<file path="src/rtl/adc_align_pkg.sv">
`timescale 1ns/1ps
package adc_align_pkg;

  // Rising edges from the first-stage capture until all codes of a sample are aligned
  function automatic int align_edges(input int stages);
    return (stages + 1) / 2;
  endfunction

  // Rising-edge registers needed behind the capture of stage idx
  function automatic int stage_depth(input int idx, input int stages);
    if (idx % 2 == 0) return align_edges(stages) - idx / 2;
    else              return align_edges(stages) - (idx + 1) / 2;
  endfunction

  // Sum of mid-scale decisions across all stage weights
  function automatic int merge_offset(input int code_w, input int stages);
    int acc;
    acc = 0;
    for (int i = 0; i < stages; i++) acc += (1 << ((code_w - 1) * i));
    return acc * (1 << (code_w - 2));
  endfunction

endpackage

</file>
<file path="src/rtl/delay_chain.sv">
`timescale 1ns/1ps
module delay_chain #(
  parameter int WIDTH = 4,
  parameter int DEPTH = 1
) (
  input  logic             clk,
  input  logic             rst,
  input  logic [WIDTH-1:0] src,
  output logic [WIDTH-1:0] dst
);
  logic [WIDTH-1:0] tap [DEPTH];

  always_ff @(posedge clk) begin
    if (rst) begin
      for (int i = 0; i < DEPTH; i++) tap[i] <= '0;
    end else begin
      tap[0] <= src;
      for (int i = 1; i < DEPTH; i++) tap[i] <= tap[i-1];
    end
  end

  assign dst = tap[DEPTH-1];
endmodule

</file>
<file path="src/rtl/stage_delay.sv">
`timescale 1ns/1ps
module stage_delay #(
  parameter int CODE_W     = 4,
  parameter bit LATE_PHASE = 1'b0,
  parameter int DEPTH      = 1
) (
  input  logic              clk,
  input  logic              rst,
  input  logic [CODE_W-1:0] code_in,
  output logic [CODE_W-1:0] code_out
);
  generate
    if (LATE_PHASE) begin : g_late
      logic [CODE_W-1:0] half_q;
      always_ff @(negedge clk) begin
        if (rst) half_q <= '0;
        else     half_q <= code_in;
      end
      if (DEPTH == 0) begin : g_direct
        assign code_out = half_q;
      end else begin : g_chain
        delay_chain #(.WIDTH(CODE_W), .DEPTH(DEPTH)) u_chain (
          .clk(clk), .rst(rst), .src(half_q), .dst(code_out)
        );
      end
    end else begin : g_early
      delay_chain #(.WIDTH(CODE_W), .DEPTH(DEPTH)) u_chain (
        .clk(clk), .rst(rst), .src(code_in), .dst(code_out)
      );
    end
  endgenerate
endmodule

</file>
<file path="src/rtl/code_merge.sv">
`timescale 1ns/1ps
module code_merge
  import adc_align_pkg::*;
#(
  parameter int CODE_W     = 4,
  parameter int NUM_STAGES = 4,
  localparam int GAIN_W    = CODE_W - 1,
  localparam int OUT_W     = GAIN_W * NUM_STAGES
) (
  input  logic [NUM_STAGES*CODE_W-1:0] codes,
  output logic [OUT_W-1:0]             word,
  output logic                         clamped
);
  localparam int SUM_W  = OUT_W + CODE_W + 1;
  localparam int OFFSET = merge_offset(CODE_W, NUM_STAGES);
  localparam logic signed [SUM_W-1:0] OFFS  = SUM_W'(OFFSET);
  localparam logic signed [SUM_W-1:0] MAX_S = SUM_W'((1 << OUT_W) - 1);

  logic signed [SUM_W-1:0] acc;

  always_comb begin
    acc = -OFFS;
    for (int s = 0; s < NUM_STAGES; s++) begin
      acc = acc + ($signed({{(SUM_W-CODE_W){1'b0}}, codes[s*CODE_W +: CODE_W]})
                   <<< (GAIN_W * (NUM_STAGES - 1 - s)));
    end
    if (acc < 0) begin
      word    = '0;
      clamped = 1'b1;
    end else if (acc > MAX_S) begin
      word    = '1;
      clamped = 1'b1;
    end else begin
      word    = acc[OUT_W-1:0];
      clamped = 1'b0;
    end
  end
endmodule

</file>
<file path="src/rtl/out_buffer.sv">
`timescale 1ns/1ps
module out_buffer #(
  parameter int OUT_W = 12,
  parameter int ALIGN = 2
) (
  input  logic             clk,
  input  logic             rst,
  input  logic [OUT_W-1:0] word_in,
  input  logic             clamp_in,
  output logic [OUT_W-1:0] data_q,
  output logic             ovr_q,
  output logic             valid_q
);
  localparam int CNT_W = $clog2(ALIGN + 1);
  localparam logic [CNT_W-1:0] FULL = CNT_W'(ALIGN);

  logic [CNT_W-1:0] fill_cnt;
  logic [OUT_W-1:0] hold_word;
  logic             hold_ovr;
  logic             hold_valid;
  logic             aligned;

  assign aligned = (fill_cnt == FULL);

  always_ff @(posedge clk) begin
    if (rst) begin
      fill_cnt   <= '0;
      hold_word  <= '0;
      hold_ovr   <= 1'b0;
      hold_valid <= 1'b0;
      data_q     <= '0;
      ovr_q      <= 1'b0;
      valid_q    <= 1'b0;
    end else begin
      if (!aligned) fill_cnt <= fill_cnt + 1'b1;
      hold_valid <= aligned;
      hold_word  <= aligned ? word_in : '0;
      hold_ovr   <= aligned & clamp_in;
      data_q     <= hold_word;
      ovr_q      <= hold_ovr;
      valid_q    <= hold_valid;
    end
  end

  // a clamp flag only accompanies a valid word
  a_r7_ovr_only_valid: assert property (@(posedge clk) disable iff (rst)
    ovr_q |-> valid_q);

  // a clamped word sits on one of the rails
  a_r5_ovr_at_rail: assert property (@(posedge clk) disable iff (rst)
    ovr_q |-> (data_q == '0 || data_q == '1));

  // once valid, the output stays valid
  a_r10_valid_holds: assert property (@(posedge clk) disable iff (rst)
    valid_q |=> valid_q);

  // no data leaks out before the first aligned word
  a_r10_idle_zero: assert property (@(posedge clk) disable iff (rst)
    !valid_q |-> (data_q == '0 && !ovr_q));

  // the edge after a reset cycle leaves every output cleared
  a_r9_reset_clears: assert property (@(posedge clk) disable iff (rst)
    $past(rst) |-> (!valid_q && !ovr_q && data_q == '0));
endmodule

</file>
<file path="src/rtl/pipe_adc_backend.sv">
`timescale 1ns/1ps
module pipe_adc_backend
  import adc_align_pkg::*;
#(
  parameter int CODE_W     = 4,
  parameter int NUM_STAGES = 4,
  localparam int OUT_W     = (CODE_W - 1) * NUM_STAGES
) (
  input  logic                         clk,
  input  logic                         rst,
  input  logic [NUM_STAGES*CODE_W-1:0] stage_codes,
  output logic [OUT_W-1:0]             sample_word,
  output logic                         word_valid,
  output logic                         over_range
);
  localparam int ALIGN = align_edges(NUM_STAGES);

  logic [NUM_STAGES*CODE_W-1:0] aligned_codes;
  logic [OUT_W-1:0]             merged_word;
  logic                         merged_clamp;

  generate
    for (genvar s = 0; s < NUM_STAGES; s++) begin : g_stage
      stage_delay #(
        .CODE_W    (CODE_W),
        .LATE_PHASE(s % 2 == 1),
        .DEPTH     (stage_depth(s, NUM_STAGES))
      ) u_delay (
        .clk     (clk),
        .rst     (rst),
        .code_in (stage_codes[s*CODE_W +: CODE_W]),
        .code_out(aligned_codes[s*CODE_W +: CODE_W])
      );
    end
  endgenerate

  code_merge #(.CODE_W(CODE_W), .NUM_STAGES(NUM_STAGES)) u_merge (
    .codes  (aligned_codes),
    .word   (merged_word),
    .clamped(merged_clamp)
  );

  out_buffer #(.OUT_W(OUT_W), .ALIGN(ALIGN)) u_out (
    .clk     (clk),
    .rst     (rst),
    .word_in (merged_word),
    .clamp_in(merged_clamp),
    .data_q  (sample_word),
    .ovr_q   (over_range),
    .valid_q (word_valid)
  );
endmodule

</file>
<file path="config.mk">
export PLATFORM = sky130hd
export DESIGN_NAME = pipe_adc_backend
export DESIGN_NICKNAME = d
export VERILOG_FILES = /design/src/rtl/adc_align_pkg.sv /design/src/rtl/delay_chain.sv /design/src/rtl/stage_delay.sv /design/src/rtl/code_merge.sv /design/src/rtl/out_buffer.sv /design/src/rtl/pipe_adc_backend.sv
export SDC_FILE = /design/constraint.sdc
export NUM_CORES = 1
export LEC_CHECK = 0
export ABC_AREA = 1
export BUFFER_PORTS_ARGS = -buffer_cell sky130_fd_sc_hd__buf_4
export CAP_MARGIN = 15
export CORE_ASPECT_RATIO = 1.5
export CORE_MARGIN = 5
export CORE_UTILIZATION = 57
export DETAILED_ROUTE_END_ITERATION = 6
export GPL_TIMING_DRIVEN = 0
export PLACE_DENSITY_LB_ADDON = 0.25
export SETUP_SLACK_MARGIN = 0.05
export SLEW_MARGIN = 20
export SYNTH_ARGS = -nofsm -noshare
export SYNTH_HDL_FRONTEND = slang
export SYNTH_HIERARCHICAL = 1
export SYNTH_SLANG_ARGS = --single-unit
export TNS_END_PERCENT = 10
</file>
<file path="constraint.sdc">
create_clock -name clk -period 2.7 [get_ports clk]
set_input_delay 0.405 -clock clk [delete_from_list [all_inputs] [get_ports clk]]
set_output_delay 0.405 -clock clk [all_outputs]
set_load 0.05 [all_outputs]
</file>
==> flow_summary.json <==
{
  "cp_common_cell": "inv_2",
  "cp.buffers_inverters": 7,
  "setup_ws_ps": -1240,
  "syn_nets": 373,
  "grtUsageTotal": 0.155,
  "yosysSeqAreaShare": 0.426,
  "powerDensity_nw_per_um2": 593,
  "switching_share": 0.288,
  "final_net_count": 420,
  "reg2reg_slack_ps": -1240,
  "slowest_delay_ps": 450,
  "critPathRequiredTime_ps": 2950,
  "areaGrowthSynthToFinish_pct": 19.9,
  "num_io_pins": 32,
  "leakage_nw": 1.61,
  "pwr-share-clk": 0.320,
  "yosysWarnings": 6,
  "rows": 29,
  "grt_max_degree": 19,
  "final_cell_mix": "inv_1, nor2_1, dfxtp_1",
  "drv_cap": 0,
  "cts_tree": "built",
  "cp_num_cells": 20,
  "cp-endpoint": "u_out/hold_word[9]$_SDFF_PP0_",
  "cp_max_fo": 5,
  "root_buffer": "clkbuf_8",
  "vdd_ir_drop_max_mv": 0.393,
  "start_kind": "flip-flop",
  "slowest_stage": "fa_2",
  "synth_area_sq_um": 2540,
  "layout_commonest_cell": "inv_1",
  "status": "complete, but fails checks",
  "fp.dieH_um": 91.7,
  "finalSetupViolCount": 13,
  "tightest_slew_ps": 262,
  "crit_chain": "inv_2, ha_4, inv_4, ha_4, inv_2, fa_2, inv_2, nand2_1, nor2_1, nand3_1, nor2_1, nand2_1, nor2_1, nand4_1, buf_6, nand3_4, nand2_2, inv_2, inv_1, nor2_2",
  "grt_pass1_vias": 1911,
  "clock_latency_ps": 380,
  "routed_wl_mm": 4.20,
  "power_switching_w": 0.000520,
  "clock-sinks": 54,
  "seqPwrFrac": 0.480,
  "io_buffers": 31,
  "cp.arrival_ps": 4190,
  "drt-pass1-iter-count": 6,
  "num_vias": 1986,
  "slew_violations": 0,
  "wl_per_cell_um": 9.65,
  "antenna_found_initial": 0,
  "die_x_um": 64.5,
  "crit_type": "reg -> reg",
  "clock_path_buffers": 2,
  "fin_cells": 435,
  "hold_buffers": 0,
  "gp_congestion": 0.792,
  "r2r_start": "g_stage[3].u_delay/code_out[3]$_SDFF_NP0_",
  "r2r-end": "u_out/hold_word[9]$_SDFF_PP0_",
  "rsz0062_at_grt": "true",
  "worstSetupStartpoint": "g_stage[3].u_delay/code_out[3]$_SDFF_NP0_",
  "antenna_left": 0,
  "drc": 0,
  "fillers": 351,
  "hp-class": "in -> reg",
  "slew-limit-headroom": 0.825,
  "rr_worst_depth": 20,
  "cts_inserted_buffers": 5,
  "end_kind": "flip-flop",
  "die-area_sq_um": 5910,
  "internal-power_w": 0.00128,
  "synthCells": 341,
  "hold_violations": 0,
  "core_area_sq_um": 4280,
  "post-place-ws_ps": -1220,
  "n_antenna_cell": 0,
  "crit_family": "simple AND/OR/NAND/NOR gates",
  "ys_ff_latch": 54,
  "initial_core_util": 0.593,
  "combinationalPowerShare": 0.200,
  "setup-tns-final_ps": -14990,
  "violations": "setup timing",
  "grt_pass1_wl_mm": 7.31,
  "drtIter0Drc": 50,
  "dpl.hpwl_mm": 3.05,
  "drive_gt1_frac": 0.260,
  "place_inst": 418,
  "h-tree-depth": 2,
  "skew_ps": 75.4,
  "overflow": 0,
  "vias_per_cell": 4.57,
  "netlist-cell-type-count": 27,
  "path_clk_slew_ps": 90,
  "synth.avg_cell_area_sq_um": 7.44
}
[cell usage after synthesis]
cell	n	area [sq um]
a21oi_1	2	10.0
a31oi_1	2	12.5
buf_12	1	20.0
buf_2	1	5.00
buf_4	4	30.0
buf_6	5	56.3
clkinv_2	1	5.00
dfxtp_1	54	1080
fa_1	1	20.0
ha_1	13	163
inv_1	101	379
inv_2	1	3.75
inv_6	1	8.76
nand2_1	48	180
nand2_2	7	43.8
nand2_4	1	11.3
nand3_1	11	55.1
nand3_2	9	90.1
nand3b_1	2	15.0
nand4_1	2	12.5
nor2_1	55	206
nor2_2	12	75.1
nor2_4	2	22.5
o21ai_0	2	10.0
o21ai_1	1	5.00
o21bai_1	1	7.51
xnor2_1	1	8.76
[flip-flops by register name (all words and copies together) (netlist names)]
signal / count
g_stage.u_delay/g_early.u_chain/tap: 12
u_out/data_q: 12
u_out/hold_word: 12
g_stage.u_delay/g_late.g_chain.u_chain/tap: 4
g_stage.u_delay/g_late.half_q: 4
g_stage.u_delay/code_out: 4
u_out/fill_cnt: 2
u_out/hold_ovr: 1
u_out/hold_valid: 1
u_out/ovr_q: 1
u_out/valid_q: 1
[worst min path at each step]
stage,from,to,slack (ps),cells past startpoint
final,stage_codes[0],g_stage[0].u_delay/g_early.u_chain/tap[0][0]$_SDFF_PP0_,290,3
after global routing,stage_codes[8],g_stage[2].u_delay/g_early.u_chain/tap[0][0]$_SDFF_PP0_,290,3
after CTS,stage_codes[10],g_stage[2].u_delay/g_early.u_chain/tap[0][2]$_SDFF_PP0_,280,3
after detailed placement,u_out/hold_word[4]$_SDFF_PP0_,u_out/data_q[4]$_SDFF_PP0_,390,2
after global placement,u_out/hold_ovr$_SDFF_PP0_,u_out/ovr_q$_SDFF_PP0_,390,2
after floorplan,g_stage[0].u_delay/g_early.u_chain/tap[0][0]$_SDFF_PP0_,g_stage[0].u_delay/g_early.u_chain/tap[0][4]$_SDFF_PP0_,390,2
[metrics by stage]
step	instance area, sq um	power, W	hold WS [ps]	util
6_report	3040	0.00180	293	0.710
5_1_grt	3040	0.00194	292	0.710
4_1_cts	3000	0.00181	281	0.701
3_3_place_gp	2830	0.00123	389	0.662
2_1_floorplan	2540	0.00116	388	-
3_5_place_dp	2830	0.00125	393	0.662
[kinds of logic after synthesis]
| group | Yosys count | share of synthesized area |
|---|---|---|
| simple gates | 149 | 0.281 |
| buf+inv | 115 | 0.200 |
| flops | 54 | 0.426 |
| fa+ha+maj | 14 | 0.0720 |
| compound gates | 8 | 0.0178 |
| xor+xnor | 1 | 0.00345 |
[power by group through the flow]
stage	combinational, W	clock [W]	sequential [W]
after floorplan	0.000238	0.0000231	0.000903
after CTS	0.000348	0.000599	0.000866
after detailed placement	0.000339	0.0000231	0.000883
after global placement	0.000326	0.0000231	0.000880
final	0.000360	0.000578	0.000866
after global routing	0.000410	0.000654	0.000872
[worst min-delay path, stage by stage]
cell,delay [ps]
buf_4,80
inv_1,30
nor2_1,60
[routing by layer]
| layer | GRT usage | up-vias | share of wire |
|---|---|---|---|
| li1 | - | 1057 | - |
| met1 | 0.136 | 875 | 0.33 |
| met2 | 0.314 | 46 | 0.59 |
| met3 | 0.0379 | 8 | 0.053 |
| met4 | 0.0723 | 0 | 0.022 |
| met5 | 0 | - | 0 |
[area by class of cell]
class | count | area [sq um] | area share
flip-flops and latches | 54 | 1080 | 0.356
multi-input cells | 172 | 998 | 0.328
inverters | 102 | 392 | 0.129
repair buffers | 34 | 259 | 0.0851
plain buffers | 11 | 111 | 0.0366
clock buffers | 6 | 72.6 | 0.0239
clock inverters | 10 | 68.8 | 0.0226
well taps | 46 | 57.6 | 0.0189
[repair_timing]
item,4_1_cts,5_1_grt
cloned,1,0
gates resized for setup,6,13
buffers inserted,2,0
pin swaps,2,17
endpoints found under the setup margin,13,13
Note: power is estimated with default switching activity, not from simulation.
